[src/rtl/dram_pwrup_pkg.sv]
package dram_pwrup_pkg;

    typedef enum logic [2:0] {
        ST_IDLE   = 3'd0,
        ST_RESET  = 3'd1,
        ST_EXITPD = 3'd2,
        ST_MRW    = 3'd3,
        ST_ZQC    = 3'd4,
        ST_NORMAL = 3'd5
    } seq_state_e;

    typedef enum logic [1:0] {
        CK_MRW      = 2'd0,
        CK_ZQ_START = 2'd1,
        CK_ZQ_LATCH = 2'd2
    } cmd_kind_e;

    localparam int NUM_MRW = 3;

    // hold = command accepted, waiting out the delay that follows it
    typedef struct packed {
        seq_state_e  state;
        logic        hold;
        logic [1:0]  idx;
    } seq_regs_t;

endpackage

[src/rtl/dram_pwrup_timer.sv]
module dram_pwrup_timer #(
    parameter int CNT_W = 8
) (
    input  logic             clk,
    input  logic             rst_n,
    input  logic             load_i,
    input  logic [CNT_W-1:0] load_val_i,
    output logic             zero_o
);
    logic [CNT_W-1:0] cnt_d, cnt_q;

    always_comb begin
        cnt_d = cnt_q;
        if (load_i)
            cnt_d = load_val_i;
        else if (cnt_q != '0)
            cnt_d = cnt_q - 1'b1;
    end

    always_ff @(posedge clk or negedge rst_n) begin
        if (!rst_n) cnt_q <= '0;
        else        cnt_q <= cnt_d;
    end

    assign zero_o = (cnt_q == '0);
endmodule

[src/rtl/dram_pwrup_mrtab.sv]
module dram_pwrup_mrtab #(
    parameter int ADDR_W = 14
) (
    input  logic [1:0]        idx_i,
    output logic [ADDR_W-1:0] arg_o
);
    localparam int VAL_W = 8;

    function automatic logic [ADDR_W-1:0] pack_mr(input int unsigned regno, input int unsigned val);
        pack_mr = ADDR_W'((regno << VAL_W) | (val & 32'hFF));
    endfunction

    always_comb begin
        case (idx_i)
            2'd0:    arg_o = pack_mr(1, 32'h14);
            2'd1:    arg_o = pack_mr(2, 32'h09);
            2'd2:    arg_o = pack_mr(11, 32'h00);
            default: arg_o = '0;
        endcase
    end
endmodule

[src/rtl/dram_pwrup_seq.sv]
module dram_pwrup_seq
    import dram_pwrup_pkg::*;
#(
    parameter int          ADDR_W      = 14,
    parameter int          T_RST_LOW   = 20,
    parameter int          T_CKE_DLY   = 10,
    parameter int          T_MRW_GAP   = 4,
    parameter int          T_ZQ_CAL    = 16,
    parameter logic [7:0]  ZQ_START_OP = 8'h4F,
    parameter logic [7:0]  ZQ_LATCH_OP = 8'h51
) (
    input  logic              clk,
    input  logic              rst_n,
    input  logic              start_i,
    input  logic              cmd_ready_i,
    output logic              dev_rst_n_o,
    output logic              cke_o,
    output logic              cmd_valid_o,
    output logic [1:0]        cmd_kind_o,
    output logic [ADDR_W-1:0] cmd_arg_o,
    output logic [2:0]        state_o,
    output logic              done_o
);
    localparam int T_MAX_A = (T_RST_LOW > T_CKE_DLY) ? T_RST_LOW : T_CKE_DLY;
    localparam int T_MAX_B = (T_MRW_GAP > T_ZQ_CAL) ? T_MRW_GAP : T_ZQ_CAL;
    localparam int T_MAX   = (T_MAX_A > T_MAX_B) ? T_MAX_A : T_MAX_B;
    localparam int CNT_W   = $clog2(T_MAX + 1);
    localparam logic [CNT_W-1:0] LD_RST = CNT_W'(T_RST_LOW - 1);
    localparam logic [CNT_W-1:0] LD_CKE = CNT_W'(T_CKE_DLY - 1);
    localparam logic [CNT_W-1:0] LD_GAP = CNT_W'(T_MRW_GAP - 1);
    localparam logic [CNT_W-1:0] LD_ZQ  = CNT_W'(T_ZQ_CAL - 1);
    localparam logic [1:0]       LAST_MR = 2'(NUM_MRW - 1);

    seq_regs_t          regs_d, regs_q;
    logic               tmr_load;
    logic [CNT_W-1:0]   tmr_val;
    logic               tmr_zero;
    logic [ADDR_W-1:0]  mr_arg;
    logic               offer;

    dram_pwrup_timer #(.CNT_W(CNT_W)) u_timer (
        .clk        (clk),
        .rst_n      (rst_n),
        .load_i     (tmr_load),
        .load_val_i (tmr_val),
        .zero_o     (tmr_zero)
    );

    dram_pwrup_mrtab #(.ADDR_W(ADDR_W)) u_mrtab (
        .idx_i (regs_q.idx),
        .arg_o (mr_arg)
    );

    assign offer = ((regs_q.state == ST_MRW) || (regs_q.state == ST_ZQC)) && !regs_q.hold;

    always_comb begin
        regs_d   = regs_q;
        tmr_load = 1'b0;
        tmr_val  = '0;
        case (regs_q.state)
            ST_IDLE, ST_NORMAL: begin
                if (start_i) begin
                    regs_d.state = ST_RESET;
                    regs_d.hold  = 1'b0;
                    regs_d.idx   = '0;
                    tmr_load     = 1'b1;
                    tmr_val      = LD_RST;
                end
            end
            ST_RESET: begin
                if (tmr_zero) begin
                    regs_d.state = ST_EXITPD;
                    tmr_load     = 1'b1;
                    tmr_val      = LD_CKE;
                end
            end
            ST_EXITPD: begin
                if (tmr_zero) begin
                    regs_d.state = ST_MRW;
                    regs_d.hold  = 1'b0;
                    regs_d.idx   = '0;
                end
            end
            ST_MRW: begin
                if (!regs_q.hold) begin
                    if (cmd_ready_i) begin
                        regs_d.hold = 1'b1;
                        tmr_load    = 1'b1;
                        tmr_val     = LD_GAP;
                    end
                end else if (tmr_zero) begin
                    regs_d.hold = 1'b0;
                    if (regs_q.idx == LAST_MR) begin
                        regs_d.state = ST_ZQC;
                        regs_d.idx   = '0;
                    end else begin
                        regs_d.idx = regs_q.idx + 2'd1;
                    end
                end
            end
            ST_ZQC: begin
                if (!regs_q.hold) begin
                    if (cmd_ready_i) begin
                        if (regs_q.idx == 2'd0) begin
                            regs_d.hold = 1'b1;
                            tmr_load    = 1'b1;
                            tmr_val     = LD_ZQ;
                        end else begin
                            regs_d.state = ST_NORMAL;
                            regs_d.idx   = '0;
                        end
                    end
                end else if (tmr_zero) begin
                    regs_d.hold = 1'b0;
                    regs_d.idx  = 2'd1;
                end
            end
            default: regs_d.state = ST_IDLE;
        endcase
    end

    always_ff @(posedge clk or negedge rst_n) begin
        if (!rst_n) begin
            regs_q.state <= ST_IDLE;
            regs_q.hold  <= 1'b0;
            regs_q.idx   <= '0;
        end else begin
            regs_q <= regs_d;
        end
    end

    always_comb begin
        cmd_kind_o = CK_MRW;
        cmd_arg_o  = '0;
        if (offer) begin
            if (regs_q.state == ST_MRW) begin
                cmd_arg_o = mr_arg;
            end else if (regs_q.idx == 2'd0) begin
                cmd_kind_o = CK_ZQ_START;
                cmd_arg_o  = ADDR_W'(ZQ_START_OP);
            end else begin
                cmd_kind_o = CK_ZQ_LATCH;
                cmd_arg_o  = ADDR_W'(ZQ_LATCH_OP);
            end
        end
    end

    assign cmd_valid_o = offer;
    assign dev_rst_n_o = (regs_q.state != ST_IDLE) && (regs_q.state != ST_RESET);
    assign cke_o       = (regs_q.state == ST_MRW) || (regs_q.state == ST_ZQC) ||
                         (regs_q.state == ST_NORMAL);
    assign done_o      = (regs_q.state == ST_NORMAL);
    assign state_o     = regs_q.state;
endmodule

[config.mk]
export PLATFORM = sky130hd
export DESIGN_NAME = dram_pwrup_seq
export DESIGN_NICKNAME = d
export VERILOG_FILES = /design/src/rtl/dram_pwrup_pkg.sv /design/src/rtl/dram_pwrup_timer.sv /design/src/rtl/dram_pwrup_mrtab.sv /design/src/rtl/dram_pwrup_seq.sv
export SDC_FILE = /design/constraint.sdc
export NUM_CORES = 1
export LEC_CHECK = 0
export ABC_AREA = 1
export BUFFER_PORTS_ARGS = -buffer_cell sky130_fd_sc_hd__buf_2
export CELL_PAD_IN_SITES_DETAIL_PLACEMENT = 1
export CELL_PAD_IN_SITES_GLOBAL_PLACEMENT = 2
export CORE_MARGIN = 3
export CORE_UTILIZATION = 29
export DETAILED_ROUTE_END_ITERATION = 10
export PLACE_DENSITY = 0.84
export SLEW_MARGIN = 20
export SYNTH_ARGS = -nofsm -noshare
export SYNTH_HDL_FRONTEND = slang
export SYNTH_SLANG_ARGS = --single-unit
[constraint.sdc]
create_clock -name clk -period 4.5 [get_ports clk]
set_clock_uncertainty 0.15 [all_clocks]
set_input_delay 0.45 -clock clk [delete_from_list [all_inputs] [get_ports clk]]
set_output_delay 0.45 -clock clk [all_outputs]
set_load 0.05 [all_outputs]
# ---- Yosys cells after proc, flatten, opt, wreduce, memory -nomap -nowiden
# Index checks and enable logic that the tools add are counted.
dict set report word_totals {
  register_bits 11
  latchBits 0
  mem_bits_rw 0
  romBits 0
  in_bits 4
  wordCells 84
  memories 0
}
dict set report op_classes {
  n_addsub 2
  n_mul 0
  div_mod_pow 0
  n_lt_le_gt_ge 0
  n_eq_ne 20
  n_shift 0
  mux 42
  n_bitwise 0
  reduce_logical 16
}
# cell n
set ops {}
lappend ops {{12-bit case mux with 3 select lines} 1}
lappend ops {{14-bit two-way mux} 2}
lappend ops {{6-bit two-way mux} 4}
lappend ops {{3-bit two-way mux} 7}
lappend ops {{5-bit two-way mux} 4}
lappend ops {{5-bit case mux with 4 select lines} 1}
lappend ops {{2-bit two-way mux} 8}
lappend ops {{4-bit two-way mux} 4}
lappend ops {{2-bit != test (second input constant)} 8}
lappend ops {{3-bit case mux with 5 select lines} 1}
lappend ops {{3-bit case mux with 4 select lines} 1}
lappend ops {{3-bit != test (second input constant)} 3}
lappend ops {{9-bit AND reduction} 1}
lappend ops {{1-bit two-way mux} 8}
lappend ops {{8-bit AND reduction} 1}
lappend ops {{3-bit by 2-bit == test with 1-bit output (second input constant)} 2}
lappend ops {{3-bit == test (second input constant)} 2}
lappend ops {{5-bit zero test} 1}
lappend ops {{5-bit nonzero test} 1}
lappend ops {{5-bit by 1-bit subtractor with 5-bit output (second input constant)} 1}
lappend ops {{1-bit case mux with 4 select lines} 1}
lappend ops {{4-bit nonzero test} 1}
lappend ops {{3-bit by 1-bit == test with 1-bit output (second input constant)} 1}
lappend ops {{3-bit zero test} 1}
lappend ops {{13 further kinds} 15}

# ---- Longest topological paths before layout
dict set report logic_depth {
  word_depth 6
  ltp_mapped 10
  ltp_nobuf 10
}

# ---- Modules after synthesis
# Synthesis repeated with hierarchy kept, for this count alone.
dict set report hier_totals {
  hier_cells 187
  area_unflattened_um2 1164.9
}
# mod instances cells_each area_per_inst_um2 seq_area_each_um2
set modules_own_cells {}
lappend modules_own_cells {dram_pwrup_seq 1 129 713.2 150.1}
lappend modules_own_cells {dram_pwrup_timer 1 39 302.8 125.1}
lappend modules_own_cells {dram_pwrup_mrtab 1 19 148.9 0.0}

# ---- Worst setup path after synthesis
# OpenSTA, ideal clock, no wires.
dict set report synth_timing {
  path_type {register -> output}
  from {register regs_q[5], in the netlist state_o[2]}
  to {output port cmd_arg_o[4]}
  arrival_ps 2002
  t_required_ps 3900
  slack_ps 1898
  path_stages_with_launch 8
  path_buffers 0
  cell_sequence {dfrtp_1 inv_2 nand3_2 nand2_2 inv_2 nor2_4 inv_2 a21oi_1}
}
dict set report synth_via {
  elab_chain_cells 4
  elab_cells_between_ends 6
}
# item line_no
set synth_lines {}
lappend synth_lines {{from (decl)} dram_pwrup_seq.sv:34} ;# seq_regs_t regs_d, regs_q;
lappend synth_lines {{from (signal assigned)} dram_pwrup_seq.sv:128} ;# regs_q <= regs_d;
lappend synth_lines {{3-bit by 2-bit == test with 1-bit output or 3-bit == test (tied branches)} dram_pwrup_seq.sv:54} ;# assign offer = ((regs_q.state == ST_MRW) || (regs_q.state == ST_ZQC)) && !regs_q.hold;
lappend synth_lines {{1-bit logical OR (*)} dram_pwrup_seq.sv:54}
lappend synth_lines {{1-bit logical AND (*)} dram_pwrup_seq.sv:54}
lappend synth_lines {{via cmd_valid_o} dram_pwrup_seq.sv:18} ;# output logic cmd_valid_o,
lappend synth_lines {{14-bit two-way mux (*)} dram_pwrup_seq.sv:135} ;# if (offer) begin
lappend synth_lines {{to (decl)} dram_pwrup_seq.sv:20} ;# output logic [ADDR_W-1:0] cmd_arg_o,
# The timed path passes the listed nets; every way through them passes the cells marked *.

# ---- Final worst setup path
dict set report layout_timing {
  from {register regs_q[3], in the netlist state_o[0]}
  to {output port cmd_arg_o[3]}
}
dict set report layout_via {
  elab_chain_cells 4
  elab_cells_between_ends 6
}
# item line_no
set layout_lines {}
lappend layout_lines {{3-bit by 2-bit == test with 1-bit output or 3-bit == test (tied branches)} {dram_pwrup_seq.sv:54, dram_pwrup_seq.sv:136}}
lappend layout_lines {{1-bit logical OR} dram_pwrup_seq.sv:54}
lappend layout_lines {{1-bit logical AND} dram_pwrup_seq.sv:54}
lappend layout_lines {{14-bit two-way mux (*)} dram_pwrup_seq.sv:135}
# Every way passes the cells marked *; elsewhere a longest branch is shown, timed or not.

==> out/qor.tcl <==
set qor(status) {finished clean}
set qor(clock_path_buffers) 2
set qor(timing.critical_path.arrival_ns) 1.85
set qor(worst_setup_path_end_kind) {output port}
set qor(wl_per_cell_um) 11.9
set qor(grt_overflow_total) 0
set qor(register_to_register_setup_slack_ns) 2.36
set qor(mappedNetlistArea_um2) 1030
set qor(seq_area_um2) 275
set qor(clk-insertion-delay-late_ns) 0.28
set qor(cts_tree) {built}
set qor(synth.avg_cell_area_um2) 6.36
set qor(detailedPlacementHpwl_um) 2300
set qor(synth_top_cells_by_count) {sky130_fd_sc_hd__nand2_1 (44), sky130_fd_sc_hd__inv_1 (24), sky130_fd_sc_hd__nor2_1 (21), sky130_fd_sc_hd__nand3_1 (14), sky130_fd_sc_hd__dfrtp_1 (11)}
set qor(synthDominantCellAreaShare_pct) 26.7
set qor(required_ns) 3.90
set qor(synth_sequential_area_ratio_pct) 26.7
set qor(placeableCoreArea_um2) 3390
set qor(synth.most_common_cell) {sky130_fd_sc_hd__nand2_1}
set qor(worst_ir_drop_vdd_v) 0.000133
set qor(grt_setup_unrepaired) {no}
set qor(area_delta_synth_final_pct) 13.7
set qor(insertedDiodeCount) 0
set qor(timing.fmax_ghz) 0.409
set qor(gpl.final_weighted_congestion) 0.798
set qor(pin_count) 27
set qor(grt_start_max_net_pins) 15
set qor(die_h_um) 65.6
set qor(first_global_vias) 1101
set qor(synth.yosys.warnings) 0
set qor(post-place-cells) 223
set qor(drive_gt1_share_pct) 19.8
set qor(total_power_after_layout_mw) 0.778
set qor(drt-total-wl_um) 2720
set qor(track_usage_pct) 14.6
set qor(die_area_um2) 4300
set qor(multi_input_comb_area_um2) 588
set qor(power_per_cell_area_nw_per_um2) 664
set qor(path_max_fanout) 8
set qor(post-synth-top-area-cell) {sky130_fd_sc_hd__dfrtp_1}
set qor(drt_drc_violations_left) 0
set qor(post_synth_inst_count) 162
set qor(synthTopCellsByArea) {sky130_fd_sc_hd__dfrtp_1 (27%), sky130_fd_sc_hd__nand2_1 (16%), sky130_fd_sc_hd__inv_1 (8.7%), sky130_fd_sc_hd__nor2_1 (7.7%), sky130_fd_sc_hd__ha_1 (7.3%)}
set qor(first_pass_grt_wire_length_um) 4910
set qor(netlist-cell-type-count) 24
set qor(clock_sink_count) 11
set qor(worst-setup-path-type) {reg2out}
set qor(synth-seq-cells) 11
set qor(hold_class) {in2reg}
set qor(initial_antenna_violation_count) 0
set qor(final-max-slew-violation-count) 0
set qor(vias_per_cell) 4.62
set qor(final.period_utilization_pct) 54.4
set qor(async_reset_ff_share_pct) 100
set qor(max-slew-margin-rel_pct) 64.7
set qor(via_count) 1054
set qor(max_cap_violations) 0
set qor(fillers) 452
set qor(finalSetupViolations) 0
set qor(layout_min_cycle_time_ns) 2.45
set qor(final_antenna_net_count) 0
set qor(detail_route.iter0.violations) 68
set qor(final_layout_setup_total_negative_slack_ns) 0
set qor(cts.htree.levels) 1
set qor(number_of_input_and_output_port_buffers_inserted) 21
set qor(die-width_um) 65.6
set qor(tightestPinTransition_ns) 0.528
set qor(cts.root.buffer_cell) {sky130_fd_sc_hd__clkbuf_4}
set qor(start_util_pct) 30.4
set qor(cts.repair_timing.setup_buffer_count) 0
set qor(floorplan.rows) 21
set qor(yosys_most_used_dff) {sky130_fd_sc_hd__dfrtp_1}
set qor(cts_made_buffers) 3
set qor(final_cell_count_no_fill) 228
set qor(hold_viol) 0
set qor(design.final.nets) 193
set qor(setup.worst_path.start_class) {register}
set qor(detailedRoute.firstPassIterationCount) 4
set qor(power_leakage_nw) 0.707
set qor(synth_edf_count) 0
set qor(clk_pin_slew_ns) 0.08
-- layer usage --
metal  part of all wire, %  track usage, %  up-vias
met3                   3.7            3.59        2
li1                      -               -      535
met5                     0               0        -
met4                  0.44            2.33        0
met2                    52            27.3       16
met1                    44            16.8      501
-- worst paths after layout --
| check | from | end | cells past startpoint |
|---|---|---|---|
| worst max-delay path | state_o[0] | cmd_arg_o[3] | 10 |
| worst min-delay path | start_i | u_timer.cnt_q[4] | 3 |
| worst max register to register | u_timer.cnt_q[0] | state_o[2] | 9 |
| worst min register to register | u_timer.cnt_q[4] | u_timer.cnt_q[4] | 2 |
| max in group asynchronous | rst_n | regs_q[0] | 2 |
| min in group asynchronous | rst_n | u_timer.cnt_q[3] | 2 |
-- power by group --
group	leakage, nW	switching (mW)	internal, mW
logic	0.552	0.391	0.141
registers	0.140	0.0397	0.135
clock network	0.0150	0.0370	0.0344
-- cell type report --
type,instances,share of cell area [%]
inverters,29,9.29
repair buffers,22,9.83
multi-input cells,116,50.2
well taps,46,4.91
flip-flops and latches,11,23.5
clock buffers,4,2.24
-- worst max-delay path: stages (launching register included) --
cell,delay [ns]
sky130_fd_sc_hd__dfrtp_1,0.47
sky130_fd_sc_hd__nor2_1,0.16
sky130_fd_sc_hd__nand2_1,0.16
sky130_fd_sc_hd__nand2_2,0.14
sky130_fd_sc_hd__inv_2,0.06
sky130_fd_sc_hd__nor2_4,0.09
sky130_fd_sc_hd__inv_2,0.07
sky130_fd_sc_hd__nor2_4,0.08
sky130_fd_sc_hd__nand2_1,0.05
sky130_fd_sc_hd__inv_1,0.04
sky130_fd_sc_hd__buf_2,0.25
-- metrics by stage --
stage | worst slack (ns) | area (um^2) | utilization [%] | hold slack [ns]
floorplan | 1.90 | 1040 | - | 0.00441
global placement | 2.35 | 1130 | 33.5 | 0.195
detailed placement | 2.30 | 1130 | 33.5 | 0.199
CTS | 2.03 | 1170 | 34.6 | 0.307
global route | 1.89 | 1170 | 34.6 | 0.339
finish | 2.05 | 1170 | 34.6 | 0.313
-- flip-flops by register name (all words and copies together) (netlist names) --
signal,count
regs_q,3
state_o,3
u_timer.cnt_q,5
-- kinds of logic after synthesis --
kind of cell	count (synthesis)	synth area share, %
other	1	0.364
buffers and inverters	39	17.6
xor gates and xnor gates	1	0.851
adders and majority gates	6	7.29
DFF	11	26.7
and+or+nand+nor	91	39.7
AOI/OAI and AO/OA	13	7.41
-- layout by cell type, fill, tap and decap left out, drive strengths merged --
master / n
nand2: 45
inv: 29
nor2: 24
buf: 21
nand3: 16
dfrtp: 11
ha: 6
o21ai: 6
conb: 5
nand4: 4
a21oi: 4
clkbuf: 4
o211ai: 2
a211oi: 1
nor3b: 1
nand3b: 1
xor2: 1
dlygate4sd3: 1
-- timing repair --
action                                  4_1_cts  5_1_grt
hold buffers                                  1        0
endpoints found under the hold margin        11        0
gates resized for setup                       0        0
endpoints found under the setup margin        0        0
(Power assumes the default switching activity.)
